### src/rtl/cfg_port_pkg.sv
package cfg_port_pkg;
  localparam int unsigned DATA_W    = 32;
  localparam int unsigned BYTES     = DATA_W / 8;
  localparam int unsigned OFS_W     = $clog2(BYTES);
  localparam int unsigned LEN_W     = $clog2(BYTES) + 1;
  localparam int unsigned SPACE     = 256;
  localparam int unsigned REG_W     = $clog2(SPACE);
  localparam int unsigned EN_BIT    = 31;
  localparam int unsigned BUS_LSB   = 16;
  localparam int unsigned DEV_LSB   = 11;
  localparam int unsigned FUNC_LSB  = 8;

  typedef enum logic [1:0] {
    RD_ADDR = 2'd0,
    RD_DEV  = 2'd1,
    RD_ONES = 2'd2
  } rdSel_e;

  typedef struct packed {
    logic   addrWe;
    logic   fwdReq;
    logic   ackNext;
    rdSel_e rdSel;
  } strobes_t;
endpackage

### src/rtl/cfg_port_ctrl.sv
module cfg_port_ctrl
  import cfg_port_pkg::*;
(
  input  logic             cpuReq,
  input  logic             cpuWrite,
  input  logic             cpuSel,
  input  logic [OFS_W-1:0] cpuOffset,
  input  logic [LEN_W-1:0] cpuLen,
  input  logic             accessEn,
  input  logic [2:0]       fwdFunc,
  input  logic             cfgPresent,
  input  logic             cfgEnabled,
  input  logic             cfgFunc0Present,
  output strobes_t         st
);
  logic fullDword;
  logic targetOk;
  logic dataHit;

  assign fullDword = (cpuOffset == '0) && (cpuLen == LEN_W'(BYTES));
  assign targetOk  = cfgPresent && cfgEnabled &&
                     ((fwdFunc == 3'd0) || cfgFunc0Present);
  assign dataHit   = cpuReq && cpuSel && accessEn && targetOk;

  always_comb begin
    st.addrWe  = cpuReq && cpuWrite && !cpuSel && fullDword;
    st.fwdReq  = dataHit;
    st.ackNext = cpuReq;
    if (!cpuSel)      st.rdSel = RD_ADDR;
    else if (dataHit) st.rdSel = RD_DEV;
    else              st.rdSel = RD_ONES;
  end
endmodule

### src/rtl/cfg_port_dpath.sv
module cfg_port_dpath
  import cfg_port_pkg::*;
(
  input  logic              clk,
  input  logic              rstN,
  input  strobes_t          st,
  input  logic [OFS_W-1:0]  cpuOffset,
  input  logic [LEN_W-1:0]  cpuLen,
  input  logic [DATA_W-1:0] cpuWdata,
  input  logic [DATA_W-1:0] cfgRdata,
  output logic [DATA_W-1:0] addrQ,
  output logic              accessEn,
  output logic [7:0]        fwdBus,
  output logic [4:0]        fwdDev,
  output logic [2:0]        fwdFunc,
  output logic [REG_W-1:0]  fwdReg,
  output logic [LEN_W-1:0]  clipLen,
  output logic              cpuAck,
  output logic [DATA_W-1:0] cpuRdata
);
  localparam int unsigned REM_W = REG_W + 1;

  logic [DATA_W-1:0] fwdAddr;
  logic [REM_W-1:0]  remain;
  logic [DATA_W-1:0] devMasked;
  logic [DATA_W-1:0] rdNext;

  always_ff @(posedge clk) begin
    if (!rstN)          addrQ <= '0;
    else if (st.addrWe) addrQ <= cpuWdata;
  end

  assign accessEn = addrQ[EN_BIT];
  assign fwdAddr  = addrQ | DATA_W'(cpuOffset);
  assign fwdBus   = fwdAddr[BUS_LSB +: 8];
  assign fwdDev   = fwdAddr[DEV_LSB +: 5];
  assign fwdFunc  = fwdAddr[FUNC_LSB +: 3];
  assign fwdReg   = fwdAddr[REG_W-1:0];

  assign remain  = REM_W'(SPACE) - REM_W'(fwdReg);
  assign clipLen = (REM_W'(cpuLen) < remain) ? cpuLen : LEN_W'(remain);

  for (genvar b = 0; b < BYTES; b++) begin : g_lane
    assign devMasked[8*b +: 8] = (LEN_W'(b) < clipLen) ? cfgRdata[8*b +: 8] : 8'h00;
  end

  always_comb begin
    unique case (st.rdSel)
      RD_ADDR: rdNext = addrQ;
      RD_DEV:  rdNext = devMasked;
      default: rdNext = '1;
    endcase
  end

  always_ff @(posedge clk) begin
    if (!rstN) begin
      cpuAck   <= 1'b0;
      cpuRdata <= '0;
    end else begin
      cpuAck <= st.ackNext;
      if (st.ackNext) cpuRdata <= rdNext;
    end
  end
endmodule

### src/rtl/cfg_port_bridge.sv
module cfg_port_bridge
  import cfg_port_pkg::*;
(
  input  logic        clk,
  input  logic        rstN,
  input  logic        cpuReq,
  input  logic        cpuWrite,
  input  logic        cpuSel,
  input  logic [1:0]  cpuOffset,
  input  logic [2:0]  cpuLen,
  input  logic [31:0] cpuWdata,
  output logic        cpuAck,
  output logic [31:0] cpuRdata,
  output logic        cfgReqValid,
  output logic        cfgWrite,
  output logic [7:0]  cfgBus,
  output logic [4:0]  cfgDev,
  output logic [2:0]  cfgFunc,
  output logic [7:0]  cfgReg,
  output logic [2:0]  cfgLen,
  output logic [31:0] cfgWdata,
  input  logic [31:0] cfgRdata,
  input  logic        cfgPresent,
  input  logic        cfgEnabled,
  input  logic        cfgFunc0Present
);
  strobes_t    st;
  logic [31:0] addrQ;
  logic        accessEn;

  cfg_port_ctrl i_ctrl (
    .cpuReq(cpuReq), .cpuWrite(cpuWrite), .cpuSel(cpuSel),
    .cpuOffset(cpuOffset), .cpuLen(cpuLen), .accessEn(accessEn),
    .fwdFunc(cfgFunc), .cfgPresent(cfgPresent), .cfgEnabled(cfgEnabled),
    .cfgFunc0Present(cfgFunc0Present), .st(st)
  );

  cfg_port_dpath i_dpath (
    .clk(clk), .rstN(rstN), .st(st), .cpuOffset(cpuOffset), .cpuLen(cpuLen),
    .cpuWdata(cpuWdata), .cfgRdata(cfgRdata), .addrQ(addrQ), .accessEn(accessEn),
    .fwdBus(cfgBus), .fwdDev(cfgDev), .fwdFunc(cfgFunc), .fwdReg(cfgReg),
    .clipLen(cfgLen), .cpuAck(cpuAck), .cpuRdata(cpuRdata)
  );

  assign cfgReqValid = st.fwdReq;
  assign cfgWrite    = cpuWrite;
  assign cfgWdata    = cpuWdata;
endmodule

### config.mk
export PLATFORM = sky130hd
export DESIGN_NAME = cfg_port_bridge
export DESIGN_NICKNAME = d
export VERILOG_FILES = /design/src/rtl/cfg_port_pkg.sv /design/src/rtl/cfg_port_ctrl.sv /design/src/rtl/cfg_port_dpath.sv /design/src/rtl/cfg_port_bridge.sv
export SDC_FILE = /design/constraint.sdc
export NUM_CORES = 1
export LEC_CHECK = 0
export BUFFER_PORTS_ARGS = -buffer_cell sky130_fd_sc_hd__buf_2
export CORE_ASPECT_RATIO = 0.6
export CORE_UTILIZATION = 42
export DETAILED_ROUTE_END_ITERATION = 12
export PLACE_DENSITY = 0.76
export SYNTH_ARGS = -nofsm -noshare
export SYNTH_HDL_FRONTEND = slang
export SYNTH_SLANG_ARGS = --single-unit
### constraint.sdc
create_clock -name clk -period 4.2 [get_ports clk]
set_input_delay 1.26 -clock clk [delete_from_list [all_inputs] [get_ports clk]]
set_output_delay 1.26 -clock clk [all_outputs]
set_load 0.01 [all_outputs]
==> impl_metrics.env <==
export IMPL_status="finished with violations"
export IMPL_violations="negative setup slack"
export IMPL_cts_tree="yes"
export IMPL_die_h_um=72.2
export IMPL_clk_path_buf_depth=2
export IMPL_hold_viol=0
export IMPL_period_share_pct=100
export IMPL_synthSimpleGateAreaFrac_pct=11.6
export IMPL_rrSetupSlack_ns=1.37
export IMPL_drv_slew=0
export IMPL_drtPass1Iterations=4
export IMPL_pre_cts_ws_ns=-0.141
export IMPL_fin_tns_setup_ns=-0.0195
export IMPL_dp_hpwl_um=7250
export IMPL_r2r_start="i_dpath.addrQ[1]"
export IMPL_worstPathCellList="buf_2, nor2_4, xnor2_2, ha_1, o21ai_2, a21oi_2, o21ai_4, buf_6, mux2i_4, inv_1, buf_2"
export IMPL_min_period_ns=4.22
export IMPL_yosysTopAreaCellShare_pct=37.7
export IMPL_overflow=0
export IMPL_synth_area_per_cell_um2=8.74
export IMPL_synthAdderAreaFrac_pct=0.725
export IMPL_io_pins=171
export IMPL_fin_worst_skew_ns=0.00412
export IMPL_netlist_top_cells_area="dfxtp_1, buf_4, mux2i_1, a21oi_1, nor2_1"
export IMPL_syn_to_final_growth_pct=27.5
export IMPL_worstHoldEndpoint="i_dpath.addrQ[25]"
export IMPL_max_cap_violations=0
export IMPL_rsz0062_at_grt="true"
export IMPL_fmax_mhz=237
export IMPL_layout_drive_gt1_share_pct=42.0
export IMPL_yosys_area_top_type="dfxtp_1"
export IMPL_coreArea_um2=7910
export IMPL_die_w_um=119
export IMPL_initial_core_util_pct=43.6
export IMPL_vias=3322
export IMPL_htree_levels=3
export IMPL_end_kind="output pin"
export IMPL_r2r_end="i_dpath.cpuRdata[23]"
export IMPL_clkLatencyLatePin_ns=0.32
export IMPL_fin_ws_ns=-0.0195
export IMPL_gp_congestion=0.875
export IMPL_hold_depth=2
export IMPL_cts_root_buf="clkbuf_16"
export IMPL_yosys_warnings=0
export IMPL_numCtsBuffers=9
export IMPL_routed_wl_um=10200
export IMPL_p_leak_nw=2.22
export IMPL_relSlewSlack_pct=37.2
export IMPL_viasPerCell=5.32
export IMPL_crit_buf_inv=4
export IMPL_drt_iter0_drc=191
export IMPL_track_usage_pct=23.7
export IMPL_async_flop_share_pct=0
export IMPL_synth_seq_cells=65
export IMPL_ys_flop_type="dfxtp_1"
export IMPL_wire_per_inst_um=16.3
export IMPL_synth_edf_count=0
export IMPL_r2r_cells=11
export IMPL_diodes=0
export IMPL_port_buffers=170
export IMPL_power_density_nw_per_um2=373
export IMPL_slowest_stage="ha_1"
export IMPL_critPathRequiredTime_ns=2.94
export IMPL_grt_pass1_vias=2929
export IMPL_critPathLaunchType="input port"
export IMPL_detail_route_antenna_nets=0
export IMPL_cp_top_family="buffers and inverters"
export IMPL_synth_area_um2=3450
export IMPL_grt_antenna_before_repair=0
export IMPL_synth_compound_area_share_pct=22.9
export IMPL_synth_distinct_cells=37
export IMPL_clock_sinks=65
export IMPL_synthMuxAreaShare_pct=10.3
export IMPL_synth_xor_area_share_pct=0.507
export IMPL_drc_errors=0
export IMPL_finish_net_count=591
export IMPL_tightest_slew_ns=0.941
export IMPL_critPathKind="input port to output pin"
export IMPL_yosysSeqAreaShare_pct=37.7
export IMPL_grt_max_degree=52
export IMPL_critPathMaxStageDelay_ns=0.33
export IMPL_rows=25
export IMPL_path_clk_slew_ns=0.05
export IMPL_synth_cells=395
export IMPL_finalSetupViolations=1
export IMPL_min_delay_start="i_dpath.addrQ[25]"
export IMPL_worstPathArrival_ns=2.96
export IMPL_path_common_cell="buf_2"
export IMPL_hold_class="flip-flop to flip-flop"
export IMPL_grt_pass1_wl_um=15400
export IMPL_synth_nets=474
export IMPL_crit_fanout=4
export IMPL_die_area_um2=8600
export IMPL_synth_top_family_by_area="compound AO/OA/AOI/OAI gates"
export IMPL_ir_drop_uv=201
export IMPL_n_fill_cell=735
[registers in the layout, indices dropped and copies added (netlist names)]
| register | flops |
|---|---|
| i_dpath.addrQ | 32 |
| i_dpath.cpuRdata | 32 |
| i_dpath.cpuAck | 1 |
[layout by cell type (no fill, tap or decap), types with 9 or more instances in the layout]
cell,instances
o2111ai_1,9
dfxtp_1,65
nor2_1,50
mux2i_1,32
o21a_1,9
buf_4,17
buf_2,168
o21ai_0,32
a21oi_1,40
clkbuf_16,9
[power breakdown]
group	leakage (nW)	switching (mW)	internal [mW]
Clock	0.153	0.260	0.507
Combinational	1.53	0.125	0.0965
Sequential	0.532	0.0124	0.640
Total	2.22	0.398	1.24
[synth_stat cells, types with 3 or more instances]
library cell	n
o21ai_0	33
o211ai_1	8
dfxtp_1	65
o22ai_1	8
o32a_1	8
o2111ai_1	9
o21a_1	9
mux2i_1	32
clkbuf_1	19
a21oi_1	40
nor2_1	52
buf_2	7
nand4b_1	8
inv_1	7
nand2_1	3
nand3_1	8
buf_4	55
[per-stage QoR]
stage	area, µm²	util (%)	power [mW]	hold slack [ns]	std cells
2_1_floorplan	3460	-	0.791	0.464	395
3_3_place_gp	4040	51.1	0.874	0.478	607
3_5_place_dp	4040	51.1	0.878	0.488	607
4_1_cts	4400	55.6	1.66	0.500	625
5_1_grt	4400	55.6	1.71	0.534	625
6_report	4400	55.6	1.64	0.498	625
[worst max-delay path by stage]
| stage | cells past startpoint | start | slack, ns | endpoint |
|---|---|---|---|---|
| CTS | 11 | cpuOffset[0] | -0.02 | cfgLen[0] |
| global route | 11 | cpuOffset[0] | -0.12 | cfgLen[0] |
| global placement | 11 | cpuOffset[1] | -0.05 | cfgLen[0] |
| finish | 11 | cpuOffset[1] | -0.02 | cfgLen[0] |
| floorplan | 8 | cpuOffset[0] | 0.01 | cfgLen[0] |
| detailed placement | 11 | cpuOffset[1] | -0.14 | cfgLen[0] |
[worst register-to-register path, delay by kind of cell, from the launching register on]
family / cells / cell delay (ns)
DFF: 1 / 0.49
and+or+nand+nor: 1 / 0.09
adders and majority gates: 1 / 0.33
buffers and inverters: 2 / 0.39
xor gates and xnor gates: 1 / 0.15
AOI/OAI and AO/OA: 6 / 1.24
[logic make-up (layout without fill, tap and decap cells)]
family	after synthesis	in the layout
AOI/OAI and AO/OA	120	120
buffers and inverters	91	213
and+or+nand+nor	81	81
DFF	65	65
muxes	34	34
adders and majority gates	2	2
xor gates and xnor gates	2	2
[final cells by class]
class                           count  area (µm²)  area share (%)
Sequential cell                    65        1300            29.6
Multi-Input combinational cell    239        1620            36.7
Inverter                            9        33.8           0.767
Timing Repair Buffer              188        1010            22.8
Clock buffer                       14         274            6.22
Clock inverter                      2        35.0           0.796
Tap cell                          108         135            3.07
[repair_timing]
item | 4_1_cts | 5_1_grt
resized for setup | 9 | 1
hold buffers | 0 | 0
pin swaps | 5 | 2
setup buffers | 2 | 0
setup endpoints to repair | 2 | 3
gates cloned | 0 | 0
hold endpoints to repair | 0 | 0
[per-layer routing]
metal | track usage, % | share of wire, %
met3 | 6.37 | 8.1
met2 | 35.0 | 45
met1 | 33.0 | 47
met4 | 9.42 | 0.50
met5 | 0 | 0
(Power assumes the default switching activity.)
